[config.mk]
export PLATFORM = sky130hd
export DESIGN_NAME = pfu_tx_framer
export DESIGN_NICKNAME = d
export VERILOG_FILES = /design/src/rtl/pfu_pkg.sv /design/src/rtl/pfu_fifo.sv /design/src/rtl/pfu_bitclk.sv /design/src/rtl/pfu_shifter.sv /design/src/rtl/pfu_tx_framer.sv
export SDC_FILE = /design/constraint.sdc
export NUM_CORES = 1
export LEC_CHECK = 0
export BUFFER_PORTS_ARGS = -buffer_cell sky130_fd_sc_hd__buf_2
export CAP_MARGIN = 20
export CORE_MARGIN = 4
export CORE_UTILIZATION = 54
export DETAILED_ROUTE_END_ITERATION = 7
export GPL_TIMING_DRIVEN = 0
export PLACE_DENSITY = 0.75
export SYNTH_ARGS = -nofsm -noshare
export SYNTH_HDL_FRONTEND = slang
export SYNTH_SLANG_ARGS = --single-unit
[constraint.sdc]
create_clock -name clk -period 2.8 [get_ports clk]
set_input_delay 0.28 -clock clk [delete_from_list [all_inputs] [get_ports clk]]
set_output_delay 0.28 -clock clk [all_outputs]
set_load 0.05 [all_outputs]
[src/rtl/pfu_pkg.sv]
package pfu_pkg;
  localparam int CHAR_W   = 8;
  localparam int WORD_MAX = CHAR_W + 3;
  localparam int LEN_W    = $clog2(WORD_MAX + 1);

  // Bits in one serial word: start + data + stop(s)
  function automatic logic [LEN_W-1:0] word_len(input logic [1:0] code, input logic two);
    return LEN_W'(7 + int'(code) + int'(two));
  endfunction

  // Shift the character up, keep the data field, then add the stop pattern
  function automatic logic [WORD_MAX-1:0] frame_word(input logic [CHAR_W-1:0] ch,
                                                     input logic [1:0] code,
                                                     input logic two);
    logic [WORD_MAX-1:0] dmask;
    logic [WORD_MAX-1:0] smask;
    logic [WORD_MAX-1:0] raw;
    int cs;
    cs    = 5 + int'(code);
    dmask = '0;
    for (int i = 1; i <= CHAR_W; i++) begin
      if (i <= cs) dmask[i] = 1'b1;
    end
    smask = '0;
    smask[cs+1] = 1'b1;
    if (two) smask[cs+2] = 1'b1;
    raw = {{(WORD_MAX-CHAR_W){1'b0}}, ch};
    return ((raw << 1) & dmask) | smask;
  endfunction
endpackage

[src/rtl/pfu_fifo.sv]
module pfu_fifo #(
  parameter int DW    = 8,
  parameter int DEPTH = 8
) (
  input  logic          clk,
  input  logic          rst,
  input  logic          push,
  input  logic [DW-1:0] wdata,
  input  logic          pop,
  output logic [DW-1:0] rdata,
  output logic          full,
  output logic          empty
);
  localparam int AW = $clog2(DEPTH);
  localparam int CW = AW + 1;

  logic [DW-1:0] mem [DEPTH];
  logic [AW-1:0] wr_ptr, rd_ptr;
  logic [CW-1:0] cnt, cnt_nxt;

  // Storage without reset; combinational read keeps the head visible at a boundary
  always_ff @(posedge clk) begin
    if (push) mem[wr_ptr] <= wdata;
  end
  assign rdata = mem[rd_ptr];

  assign cnt_nxt = cnt + CW'(push) - CW'(pop);

  always_ff @(posedge clk) begin
    if (rst) begin
      wr_ptr <= '0;
      rd_ptr <= '0;
      cnt    <= '0;
      full   <= 1'b0;
      empty  <= 1'b1;
    end else begin
      if (push) wr_ptr <= (wr_ptr == AW'(DEPTH-1)) ? '0 : wr_ptr + 1'b1;
      if (pop)  rd_ptr <= (rd_ptr == AW'(DEPTH-1)) ? '0 : rd_ptr + 1'b1;
      cnt   <= cnt_nxt;
      full  <= (cnt_nxt == CW'(DEPTH));
      empty <= (cnt_nxt == '0);
    end
  end

  a_r5_no_push_full: assert property (@(posedge clk) disable iff (rst) push |-> !full);
  a_r5_no_pop_empty: assert property (@(posedge clk) disable iff (rst) pop |-> !empty);
endmodule

[src/rtl/pfu_bitclk.sv]
module pfu_bitclk #(
  parameter int DIV_W = 12
) (
  input  logic             clk,
  input  logic             rst,
  input  logic             run,
  input  logic             restart,
  input  logic [DIV_W-1:0] div,
  output logic             tick
);
  logic [DIV_W:0] cnt;
  logic [DIV_W:0] last;

  // Bit time 2*(div+1): the last count is 2*div+1
  assign last = {div, 1'b1};
  assign tick = run && (cnt == last);

  always_ff @(posedge clk) begin
    if (rst || !run || restart) cnt <= '0;
    else if (cnt == last)       cnt <= '0;
    else                        cnt <= cnt + 1'b1;
  end

  a_r2_tick_spacing: assert property (@(posedge clk) disable iff (rst) tick |=> !tick);
endmodule

[src/rtl/pfu_shifter.sv]
module pfu_shifter
  import pfu_pkg::*;
(
  input  logic                clk,
  input  logic                rst,
  input  logic                halt,
  input  logic                load,
  input  logic [WORD_MAX-1:0] word,
  input  logic [LEN_W-1:0]    len,
  input  logic                adv,
  output logic                txd,
  output logic                last,
  output logic                idle
);
  logic [WORD_MAX-1:0] sh;
  logic [LEN_W-1:0]    left;

  assign last = (left == LEN_W'(1));
  assign idle = (left == '0);

  always_ff @(posedge clk) begin
    if (rst) begin
      sh   <= '1;
      left <= '0;
      txd  <= 1'b1;
    end else if (halt) begin
      sh   <= '1;
      left <= '0;
      txd  <= 1'b1;
    end else if (load) begin
      sh   <= word;
      left <= len;
      txd  <= word[0];
    end else if (adv) begin
      sh   <= {1'b1, sh[WORD_MAX-1:1]};
      left <= left - 1'b1;
      txd  <= sh[1];
    end
  end

  a_r1_idle_line_high: assert property (@(posedge clk) disable iff (rst) idle |-> txd);
endmodule

[src/rtl/pfu_tx_framer.sv]
module pfu_tx_framer
  import pfu_pkg::*;
#(
  parameter int DEPTH    = 8,
  parameter int DIV_W    = 12,
  parameter int DIV_INIT = 1
) (
  input  logic              clk,
  input  logic              rst,
  input  logic              s_valid,
  input  logic [CHAR_W-1:0] s_data,
  output logic              s_ready,
  input  logic              cfg_load,
  input  logic [1:0]        cfg_len,
  input  logic              cfg_two_stop,
  input  logic [DIV_W-1:0]  cfg_div,
  input  logic              start,
  input  logic              drain,
  output logic              txd,
  output logic              tx_active,
  output logic              fifo_full,
  output logic              hold_empty,
  output logic              err_ovf,
  output logic              err_udf
);
  localparam logic [1:0] PRIME_WORDS = 2'd2;

  logic              en_q, stop_q, two_q;
  logic [1:0]        prime_q, len_q;
  logic [DIV_W-1:0]  div_q;

  logic              f_full, f_empty, f_push, f_pop;
  logic [CHAR_W-1:0] f_rdata;
  logic              tick, sh_last, sh_idle;
  logic              ovf, bnd, ld_prime, ld_char, stop_ok, udf, adv, halt, ld;
  logic [WORD_MAX-1:0] ld_word;

  assign s_ready    = !f_full;
  assign fifo_full  = f_full;
  assign hold_empty = f_empty;
  assign tx_active  = en_q;

  assign ovf    = s_valid && f_full;
  assign f_push = s_valid && !f_full;

  // Word boundary: shifter idle, or last bit of the current word just ended
  assign bnd      = en_q && !ovf && (sh_idle || (tick && sh_last));
  assign ld_prime = bnd && (prime_q != 2'd0);
  assign ld_char  = bnd && (prime_q == 2'd0) && !f_empty;
  assign stop_ok  = bnd && (prime_q == 2'd0) && f_empty && stop_q;
  assign udf      = bnd && (prime_q == 2'd0) && f_empty && !stop_q;
  assign adv      = en_q && !ovf && tick && !sh_last && !sh_idle;
  assign halt     = ovf || stop_ok || udf;
  assign ld       = ld_prime || ld_char;
  assign f_pop    = ld_char;
  assign ld_word  = ld_prime ? '1 : frame_word(f_rdata, len_q, two_q);

  always_ff @(posedge clk) begin
    if (rst) begin
      en_q    <= 1'b0;
      stop_q  <= 1'b0;
      prime_q <= 2'd0;
      len_q   <= 2'd3;
      two_q   <= 1'b0;
      div_q   <= DIV_W'(DIV_INIT);
      err_ovf <= 1'b0;
      err_udf <= 1'b0;
    end else begin
      err_ovf <= ovf;
      err_udf <= udf;
      if (halt)       en_q <= 1'b0;
      else if (start) en_q <= 1'b1;
      if (halt)              stop_q <= 1'b0;
      else if (drain && en_q) stop_q <= 1'b1;
      if (cfg_load && !en_q) begin
        len_q   <= cfg_len;
        two_q   <= cfg_two_stop;
        div_q   <= cfg_div;
        prime_q <= PRIME_WORDS;
      end else if (ld_prime) begin
        prime_q <= prime_q - 1'b1;
      end
    end
  end

  pfu_fifo #(.DW(CHAR_W), .DEPTH(DEPTH)) u_fifo (
    .clk(clk), .rst(rst), .push(f_push), .wdata(s_data), .pop(f_pop),
    .rdata(f_rdata), .full(f_full), .empty(f_empty)
  );

  pfu_bitclk #(.DIV_W(DIV_W)) u_bitclk (
    .clk(clk), .rst(rst), .run(en_q), .restart(ld), .div(div_q), .tick(tick)
  );

  pfu_shifter u_shift (
    .clk(clk), .rst(rst), .halt(halt), .load(ld), .word(ld_word),
    .len(word_len(len_q, two_q)), .adv(adv), .txd(txd), .last(sh_last), .idle(sh_idle)
  );

  a_r6_overflow_halts: assert property (@(posedge clk) disable iff (rst)
    (s_valid && !s_ready) |=> (err_ovf && !tx_active && txd));
  a_r7_underflow_stops: assert property (@(posedge clk) disable iff (rst)
    err_udf |-> (!tx_active && txd));
  a_r9_cfg_locked: assert property (@(posedge clk) disable iff (rst)
    en_q |=> ($stable(len_q) && $stable(two_q) && $stable(div_q)));
endmodule

==> impl_results.md <==
- Outcome: finished, violations left
- Failing checks: negative setup slack
- LEAKAGE: 2.50 nW
- Reg clk slew, reported paths: 0.06 ns
- Layout Nets: 617
- Relative slew slack: 38.2%
- MaxCap Viol Count: 0
- DR DRC count: 0
- FFs w/ async S/R, synth: 0%
- Critical path arrival: 3.42 ns
- ANT nets after route: 0
- Core Footprint: 10200 sq um
- Number of synthesized flops with an enable pin: 64
- CP endpoint kind: flop
- Clk sinks: 128
- Most frequent cells in the layout: nand2_1 (65), edfxtp_1 (64), dfxtp_1 (45)
- VDD IR max: 0.000497 V
- Worst r2r dst: u_fifo.empty
- DR pass1 iterations: 5
- Final instance area: 7010 sq um
- CTS buffer count: 17
- Hold Path Sink: stop_q
- Worst clock skew: 0.00822 ns
- Vias per cell: 5.71
- Ys Warns: 0
- CTS tree: done
- Min cycle time layout: 2.96 ns
- Placed cell area: 6120 sq um
- Vias in the first global route: 3961
- Largest net degree at the start of global routing: 17
- Max FO, Critical Path: 4
- Reg2Reg Depth: 11
- Max Fclk: 337 MHz
- Die area: 12100 sq um
- Max clock buf depth: 2
- N_diodes: 0
- RSZ-0062 raised after global routing: yes
- Gr ovfl total: 0
- Required time worst endpoint: 3.25 ns
- Chip Width: 110 um
- Vias after detailed routing: 4079
- Synth Register Bits: 128
- Routed wire per std cell: 18.2 um
- Syn Area/Cell: 11.8 sq um
- Starting Density: 55.0%
- RePlAce Congestion: 0.861
- Skew-Pair Late Insertion Delay: 0.52 ns
- P&R area growth vs syn: 24.5%
- Final Core Density: 68.5%
- CTS Root Buffer Type: clkbuf_8
- CP Launch Type: flop
- Tightest hold margin: 0.0299 ns
- Post-synthesis sequential area ratio: 56.9%
- Layout cells sized above 1: 27.3%
- Worst hold path startpoint: drain
- Initial antenna violation count: 0
- H-tree level count: 4
- Num ports: 36
- Max-slew violations: 0
- DP HPWL: 8220 um
- Top_reg_cell synth: edfxtp_1
- Syn_nets: 531
- # rows: 37
- Worst R2R Setup Slack: -0.16 ns
- Cell count after synthesis: 479
- Final setup viols: 5
- Placed Cells: 654
- Final Cycle Share: 106%
- Commonest non-fill, non-tap cell in the layout: nand2_1
- Min-Delay Path Class: in -> reg
- All-Layer GR Usage: 22.6%
- Final Hold Fails: 0
- Port-buffer cells: 34
- Die span in y: 110 um
- Final WL: 13000 um
- Non-filler instance count after layout: 714
- Least-Margin Pin Slew: 0.921 ns
- Worst setup path class: reg -> reg
- First-pass GRT wire length: 20500 um
- Hold Path Stages: 3
- Pwr/cell area: 918 nW/um^2
- Reg2Reg Launch Point: u_bitclk.cnt[9]
- Post-synthesis cell type count: 52
- Netlist Area Pre-Place: 5630 sq um
- Initial DRC Count: 257
- Worst Slack Setup Final: -0.163 ns
==> per-layer routing <==
layer / global-route usage (%) / wire, um / share of wire (%) / vias to the layer above
met3: 5.36 / 771 / 5.9 / 28
li1: - / - / - / 1929
met1: 30.1 / 5580 / 43 / 1971
met2: 36.7 / 6430 / 49 / 151
met5: 0 / 0 / 0 / -
met4: 7.21 / 249 / 1.9 / 0
==> layout make-up <==
| type | instances | area (sq um) |
|---|---|---|
| clock inverters | 14 | 106 |
| multi-input cells | 314 | 2470 |
| inverters | 17 | 63.8 |
| fillers | 667 | 3220 |
| flip-flops and latches | 128 | 3240 |
| well taps | 136 | 170 |
| clock buffers | 18 | 418 |
| plain buffers | 19 | 73.8 |
| repair buffers | 68 | 463 |
==> timing repair <==
action | CTS | global route
hold buffers | 15 | 0
endpoints found under the hold margin | 15 | 0
setup endpoints to repair | 15 | 20
gates resized for setup | 18 | 8
cloned | 0 | 0
pin swaps | 13 | 13
setup buffers | 11 | 3
==> synthesized netlist by cell type (10+ instances only) <==
cell      count  area, sq um
nand2_1      66          248
dfxtp_1      64         1280
edfxtp_1     64         1920
a21oi_1      35          175
nor2_1       34          128
ha_1         22          275
clkbuf_1     17         63.8
inv_1        17         63.8
xnor2_1      17          149
mux4_2       16          360
nand3_1      11         55.1
xor2_1       10         87.6
==> stage by stage <==
stage | TNS (ns) | power, mW | setup slack (ns)
finish | -0.403 | 6.43 | -0.163
global route | -0.812 | 6.75 | -0.261
CTS | -0.262 | 6.33 | -0.135
detailed placement | -1.40 | 4.28 | -0.317
global placement | -0.782 | 4.20 | -0.261
floorplan | -0.00444 | 3.82 | -0.00444
==> power by group <==
part | total (mW) | internal, mW | switching [mW] | leakage, nW
combinational | 2.10 | 0.844 | 1.26 | 1.15
clock | 1.94 | 1.09 | 0.848 | 0.235
sequential | 2.39 | 2.21 | 0.175 | 1.11
==> logic make-up after synthesis <==
logic type,Yosys count,share of synthesized area (%)
AND/OR/NAND/NOR,162,13.9
flip-flops,128,56.9
AO/OA/AOI/OAI,77,9.07
buffers and inverters,37,2.51
XOR/XNOR,28,4.49
multiplexers,24,7.91
adder cells (fa/ha/maj),23,5.24
==> worst max path at each step <==
stage | to | slack (ns) | startpoint | depth (start not counted)
2_1_floorplan | u_fifo.empty | -0.004 | u_bitclk.cnt[8] | 11
3_3_place_gp | u_fifo.empty | -0.26 | u_bitclk.cnt[7] | 11
3_5_place_dp | u_fifo.full | -0.32 | u_bitclk.cnt[7] | 11
4_1_cts | u_fifo.empty | -0.14 | u_bitclk.cnt[12] | 11
5_1_grt | u_fifo.empty | -0.26 | u_bitclk.cnt[9] | 11
6_report | u_fifo.empty | -0.16 | u_bitclk.cnt[9] | 11
==> worst max-delay path: stages (launching register included) <==
cell and delay [ns]:
dfxtp_4 0.36, xnor2_2 0.19, nand4_2 0.16, or4_4 0.56, a211o_4 0.35, or2_4 0.26, nand2_2 0.08, ha_4 0.13
fa_2 0.46, nor3_2 0.19, nor2_1 0.06, nor2_1 0.11
==> sequential cells by signal, indices dropped and copies added, names as in the netlist, named ones only <==
| signal | count |
|---|---|
| u_fifo.mem | 64 |
| u_bitclk.cnt | 13 |
| div_q | 12 |
| u_shift.sh | 11 |
| u_fifo.cnt | 4 |
| u_shift.left | 4 |
| u_fifo.rd_ptr | 3 |
| u_fifo.wr_ptr | 3 |
| len_q | 2 |
| prime_q | 2 |
| err_ovf | 1 |
| err_udf | 1 |
| stop_q | 1 |
| two_q | 1 |
| tx_active | 1 |
| u_fifo.empty | 1 |
| u_fifo.full | 1 |
Note: power is estimated with default switching activity, not from simulation.
